### config.mk
export PLATFORM = sky130hd
export DESIGN_NAME = tmr_chan
export DESIGN_NICKNAME = d
export VERILOG_FILES = /design/src/rtl/tmr_chan_pkg.sv /design/src/rtl/tmr_cfg_regs.sv /design/src/rtl/tmr_down_cnt.sv /design/src/rtl/tmr_out_gen.sv /design/src/rtl/tmr_snap.sv /design/src/rtl/tmr_chan.sv
export SDC_FILE = /design/constraint.sdc
export NUM_CORES = 1
export LEC_CHECK = 0
export BUFFER_PORTS_ARGS = -buffer_cell sky130_fd_sc_hd__buf_2
export CAP_MARGIN = 10
export CELL_PAD_IN_SITES_DETAIL_PLACEMENT = 0
export CELL_PAD_IN_SITES_GLOBAL_PLACEMENT = 1
export CORE_MARGIN = 5
export CORE_UTILIZATION = 35
export DETAILED_ROUTE_END_ITERATION = 10
export PLACE_DENSITY = 0.78
export REMOVE_ABC_BUFFERS = 1
export SLEW_MARGIN = 20
export SYNTH_ARGS = -nofsm -noshare
export SYNTH_HDL_FRONTEND = slang
export SYNTH_HIERARCHICAL = 1
export SYNTH_SLANG_ARGS = --single-unit
export TNS_END_PERCENT = 50
### constraint.sdc
create_clock -name clk -period 2.6 [get_ports clk]
set_input_delay 0.13 -clock clk [delete_from_list [all_inputs] [get_ports clk]]
set_output_delay 0.13 -clock clk [all_outputs]
set_load 0.02 [all_outputs]
### src/rtl/tmr_chan_pkg.sv
package tmr_chan_pkg;

   localparam int MODE_W = 3;

   typedef logic [MODE_W-1:0] mode_t;

   localparam mode_t MODE_ONESHOT = 3'd0;
   localparam mode_t MODE_SQWAVE  = 3'd3;

endpackage

### src/rtl/tmr_cfg_regs.sv
module tmr_cfg_regs
   import tmr_chan_pkg::*;
#(
   parameter int CNT_W = 16
) (
   input  logic             clk,
   input  logic             rst_n,
   input  logic             load_en,
   input  logic [CNT_W-1:0] load_val,
   input  logic             mode_wr,
   input  mode_t            mode_val,
   output logic [CNT_W-1:0] load_norm,
   output logic [CNT_W-1:0] reload_q,
   output mode_t            mode_q
);

   localparam logic [CNT_W-1:0] ALL_ONES = {CNT_W{1'b1}};

   // a zero reload stands for the longest period
   assign load_norm = (load_val == '0) ? ALL_ONES : load_val;

   always_ff @(posedge clk or negedge rst_n) begin
      if (!rst_n) begin
         reload_q <= ALL_ONES;
         mode_q   <= MODE_ONESHOT;
      end else begin
         if (load_en) reload_q <= load_norm;
         if (mode_wr) mode_q   <= mode_val;
      end
   end

endmodule

### src/rtl/tmr_down_cnt.sv
module tmr_down_cnt #(
   parameter int CNT_W = 16
) (
   input  logic             clk,
   input  logic             rst_n,
   input  logic             tick_en,
   input  logic             restart,
   input  logic [CNT_W-1:0] restart_val,
   input  logic [CNT_W-1:0] reload_q,
   output logic [CNT_W-1:0] cnt_q,
   output logic             tc
);

   localparam logic [CNT_W-1:0] ONE = CNT_W'(1);

   logic at_one;

   assign at_one = (cnt_q == ONE);
   // a restart in the same cycle suppresses the terminal count
   assign tc     = tick_en && at_one && !restart;

   always_ff @(posedge clk or negedge rst_n) begin
      if (!rst_n) begin
         cnt_q <= {CNT_W{1'b1}};
      end else if (restart) begin
         cnt_q <= restart_val;
      end else if (tick_en) begin
         cnt_q <= at_one ? reload_q : cnt_q - ONE;
      end
   end

endmodule

### src/rtl/tmr_out_gen.sv
module tmr_out_gen
   import tmr_chan_pkg::*;
#(
   parameter int CNT_W = 16
) (
   input  logic             clk,
   input  logic             rst_n,
   input  logic             tc,
   input  logic             restart,
   input  mode_t            mode_q,
   input  logic [CNT_W-1:0] cnt_q,
   input  logic [CNT_W-1:0] reload_q,
   output logic             out_lvl,
   output logic             irq
);

   logic fired_q;
   logic is_oneshot;
   logic above_half;

   assign is_oneshot = (mode_q == MODE_ONESHOT);
   assign above_half = (cnt_q > (reload_q >> 1));

   always_ff @(posedge clk or negedge rst_n) begin
      if (!rst_n) begin
         fired_q <= 1'b0;
         irq     <= 1'b0;
      end else begin
         irq <= tc && (!is_oneshot || !fired_q);
         if (restart)                fired_q <= 1'b0;
         else if (tc && is_oneshot)  fired_q <= 1'b1;
      end
   end

   always_comb begin
      unique case (mode_q)
         MODE_ONESHOT: out_lvl = fired_q;
         MODE_SQWAVE:  out_lvl = above_half;
         default:      out_lvl = 1'b0;
      endcase
   end

endmodule

### src/rtl/tmr_snap.sv
module tmr_snap #(
   parameter int CNT_W   = 16,
   parameter bit SNAP_EN = 1'b1
) (
   input  logic             clk,
   input  logic             rst_n,
   input  logic             snap_req,
   input  logic [CNT_W-1:0] cnt_q,
   output logic [CNT_W-1:0] cnt_snap
);

   generate
      if (SNAP_EN) begin : g_hold
         logic [CNT_W-1:0] snap_q;
         always_ff @(posedge clk or negedge rst_n) begin
            if (!rst_n)        snap_q <= '0;
            else if (snap_req) snap_q <= cnt_q;
         end
         assign cnt_snap = snap_q;
      end else begin : g_pass
         logic unused_req;
         logic unused_clk;
         logic unused_rst;
         assign unused_req = snap_req;
         assign unused_clk = clk;
         assign unused_rst = rst_n;
         assign cnt_snap   = cnt_q;
      end
   endgenerate

endmodule

### src/rtl/tmr_chan.sv
module tmr_chan
   import tmr_chan_pkg::*;
#(
   parameter int CNT_W   = 16,
   parameter bit SNAP_EN = 1'b1
) (
   input  logic             clk,
   input  logic             rst_n,
   input  logic             tick_en,
   input  logic             load_en,
   input  logic [CNT_W-1:0] load_val,
   input  logic             mode_wr,
   input  logic [2:0]       mode_val,
   input  logic             snap_req,
   output logic [CNT_W-1:0] cnt_live,
   output logic [CNT_W-1:0] cnt_snap,
   output logic             out_lvl,
   output logic             irq
);

   generate
      if (CNT_W < 2 || CNT_W > 32) begin : g_bad_width
         $error("tmr_chan: CNT_W must lie in 2..32");
      end
      if (MODE_W != 3) begin : g_bad_mode
         $error("tmr_chan: mode code must be three bits");
      end
   endgenerate

   logic [CNT_W-1:0] load_norm;
   logic [CNT_W-1:0] reload_q;
   mode_t            mode_q;
   logic [CNT_W-1:0] cnt_q;
   logic             tc;

   tmr_cfg_regs #(.CNT_W(CNT_W)) u_cfg (
      .clk       (clk),
      .rst_n     (rst_n),
      .load_en   (load_en),
      .load_val  (load_val),
      .mode_wr   (mode_wr),
      .mode_val  (mode_val),
      .load_norm (load_norm),
      .reload_q  (reload_q),
      .mode_q    (mode_q)
   );

   tmr_down_cnt #(.CNT_W(CNT_W)) u_cnt (
      .clk         (clk),
      .rst_n       (rst_n),
      .tick_en     (tick_en),
      .restart     (load_en),
      .restart_val (load_norm),
      .reload_q    (reload_q),
      .cnt_q       (cnt_q),
      .tc          (tc)
   );

   tmr_out_gen #(.CNT_W(CNT_W)) u_out (
      .clk      (clk),
      .rst_n    (rst_n),
      .tc       (tc),
      .restart  (load_en),
      .mode_q   (mode_q),
      .cnt_q    (cnt_q),
      .reload_q (reload_q),
      .out_lvl  (out_lvl),
      .irq      (irq)
   );

   tmr_snap #(.CNT_W(CNT_W), .SNAP_EN(SNAP_EN)) u_snap (
      .clk      (clk),
      .rst_n    (rst_n),
      .snap_req (snap_req),
      .cnt_q    (cnt_q),
      .cnt_snap (cnt_snap)
   );

   assign cnt_live = cnt_q;

endmodule

==> results by group <==
Timing
  – RSZ-0062 raised after global routing: false
  – Setup TNS: 0 ps
  – Worst-Margin Slew: 935 ps
  – Worst slew margin: 37.6%
  – Slew Limit Fails: 0
  – Final Cycle Share: 95.3%
  – Final setup violation count: 0
  – Fin. Hold Viols: 0
  – Fmax: 0.403 GHz
  – Min Tclk post-route: 2480 ps
  – Skew final: 9.00 ps

Final layout
  – Area of the multi-input gates: 1740 µm²
  – Fill cells: 953
  – Nets: 448
  – FF/Latch Area: 1370 µm²
  – Layout cells sized above 1: 32.7%
  – Final Instance Area: 3870 µm²
  – Antenna cell count: 0
  – Synthesis-to-layout area growth: 15.4%

Floorplan
  – Core area: 9280 µm²
  – Site row count: 35
  – Die area: 11600 µm²
  – Die Span X: 108 µm
  – Die Ht: 108 µm
  – Initial Util: 36.1%
  – I/O pin cnt: 59

Placement
  – Hpwl dp: 6.50 mm
  – PortBufs: 58
  – Placed cell area: 3770 µm²
  – GP Congestion: 0.833

Setup path
  – CP required: 2470 ps
  – Cells on worst reg2reg path: 5
  – Crit start category: flop
  – Crit Path Max Fanout: 3
  – Setup crit start: u_cfg/reload_q[8]
  – Crit Reg-Reg Startpoint: u_cnt/cnt_q[0]
  – CP Class: reg -> out
  – WP data arrival: 2350 ps
  – Critical Path End Type: output pin
  – Worst reg-to-reg setup slack: 400 ps
  – Worst r2r dst: u_cnt/cnt_q[11]

Routing
  – Initial DRC count: 154
  – DRT antenna net count: 0
  – Via density: 5.26
  – DRC: 0
  – Vias: 2821
  – Final wirelength: 8.88 mm
  – First-pass detailed-route iteration total: 4
  – Wire per inst: 16.6 µm

Synthesis
  – Seq cells post-synth: 53
  – YS warnings: 6
  – Adder-Cell Fraction of Synth Area: 6.35%
  – Ys async rst share: 100%
  – Most used DFF post-synth: dfstp_2
  – XOR/XNOR Fraction of Synth Area: 1.31%
  – Synthesized cell area: 3350 µm²
  – Top-area cell type share of the netlist area: 25.1%
  – Top cells by count, synth: inv_1 (37), dfstp_2 (32), nor2_1 (26), a21oi_1 (23), dfrtp_1 (21)
  – Post-synthesis sequential area ratio: 40.8%
  – Cells after synthesis: 353
  – Synth Area per Inst: 9.50 µm²
  – Mux contribution to synthesized area: 9.03%
  – Count of cell types in the netlist: 56
  – Yosys top cell by area: dfstp_2
  – Most frequent cell after synthesis: inv_1
  – Synth Area in Simple Gates: 20.0%
  – EDFF count, synth: 0
  – Largest family of logic cells by synthesized area: simple AND/OR/NAND/NOR gates
  – Post-synthesis compound-gate area fraction: 15.2%
  – Synth top area cells: dfstp_2 (25%), dfrtp_1 (16%), ha_1 (6.3%), mux2_4 (4.5%), inv_1 (4.1%)

Power
  – Power per cell area: 567 nW/µm²
  – Leakage power: 1.80 nW
  – Max VDD drop: 0.227 mV

Global route
  – GRT Total Usage: 16.3%
  – Vias in the first global route: 2895
  – Initial antenna violation count: 0
  – First-pass GRT wire length: 14.9 mm
  – Overflow after GRT: 0
  – Largest net degree at the start of global routing: 54

Clock network
  – Clock sink count: 53
  – Setup Fix Bufs, Post-CTS: 0
  – Total CTS buffers: 5
  – # H-tree levels: 2
  – TritonCTS clock tree: built
  – Clk pin slew, worst setup/hold paths: 100 ps
  – Clk Latency, worst-skew pair: 330 ps
  – Clock root buffer master: clkbuf_8
  – Clock Path Buffers: 2

Flow run
  – Max Cap Viol: 0

Hold path
  – Hold Startpoint: mode_val[1]
  – Hold Path Stages: 2
  – Hold Crit Class: in -> reg
  – WHS Endpoint: u_cfg/mode_q[1]

Run status
  – Status: complete, no violations
[worst max-delay path, stage by stage (launching register included)]
cell and delay [ps]:
dfstp_2 560, inv_1 40, ha_1 310, nand4_1 150, or4_1 540, a21oi_1 170, a31oi_1 70, buf_2 180
[power breakdown]
| group | switching, mW | total [mW] | leakage, nW | internal [mW] |
|---|---|---|---|---|
| clock | 0.284 | 0.502 | 0.0455 | 0.218 |
| combinational | 0.352 | 0.614 | 1.16 | 0.262 |
| sequential | 0.119 | 1.08 | 0.594 | 0.960 |
| total | 0.755 | 2.20 | 1.80 | 1.44 |
[per-layer routing]
metal  up-vias  global-route usage [%]  wire, µm
met1      1363                    21.9      4100
met3        10                    2.58       462
met2        71                    26.6      4210
met4         0                    5.05       108
met5         -                       0         0
li1       1377                       -         -
[how the worst max path moves through the flow]
stage                      end  slack, ps  depth (start not counted)
5_1_grt                out_lvl         60                          7
3_5_place_dp   u_cnt/cnt_q[11]        430                          5
2_1_floorplan  u_cnt/cnt_q[10]        620                          5
3_3_place_gp           out_lvl        530                          7
4_1_cts                out_lvl        120                          7
6_report               out_lvl        120                          7
[cell usage in the layout (no fill, tap or decap), types with 5 or more instances in the layout]
master,netlist,layout
nand2_1,20,20
nand4_1,6,6
nor2_1,26,26
dfstp_2,32,32
a21oi_1,23,23
a31oi_1,19,19
nor2b_1,5,5
nor3b_1,13,13
buf_2,4,58
o21ai_1,13,13
o21ai_0,6,6
dfrtp_1,21,21
nor4_1,7,7
clkbuf_8,0,6
ha_1,17,17
mux2_4,10,10
mux2_2,10,10
inv_1,37,37
or4_1,5,5
buf_4,0,7
nor3_1,12,12
[what timing repair did]
action / CTS / global route
endpoints found under the hold margin: 21 / 0
resized for setup: 0 / 0
hold buffers: 1 / 0
[per-stage QoR]
stage          utilization, %  hold WS, ps  instances  power (mW)  setup slack [ps]
6_report                 41.7         28.0        536        2.20               122
5_1_grt                  41.7         29.3        536        2.33              60.4
4_1_cts                  41.7         25.7        536        2.22               123
3_5_place_dp             40.6          151        527        1.71               431
3_3_place_gp             40.6          148        527        1.69               533
2_1_floorplan               -         -166        332        1.46               618
[flip-flops by register name, summed over array words and instances (netlist names)]
register	cells
u_out/fired_q	1
u_cfg/reload_q	16
u_cnt/cnt_q	16
u_cfg/mode_q	3
u_snap/cnt_snap	16
u_out/irq	1
[cell families after synthesis]
group,Yosys count
XOR/XNOR,5
flip-flops,53
AND/OR/NAND/NOR,114
AO/OA/AOI/OAI,82
buffers and inverters,58
adder cells (fa/ha/maj),17
multiplexers,24
[final cells by class]
class                           instances  area share, %
Timing Repair Buffer                   67           9.64
Multi-Input combinational cell        242           45.0
Clock buffer                            8           2.33
Inverter                               37           3.59
Tap cell                              129           4.17
Sequential cell                        53           35.3
Power figures use the tool's default switching activity.
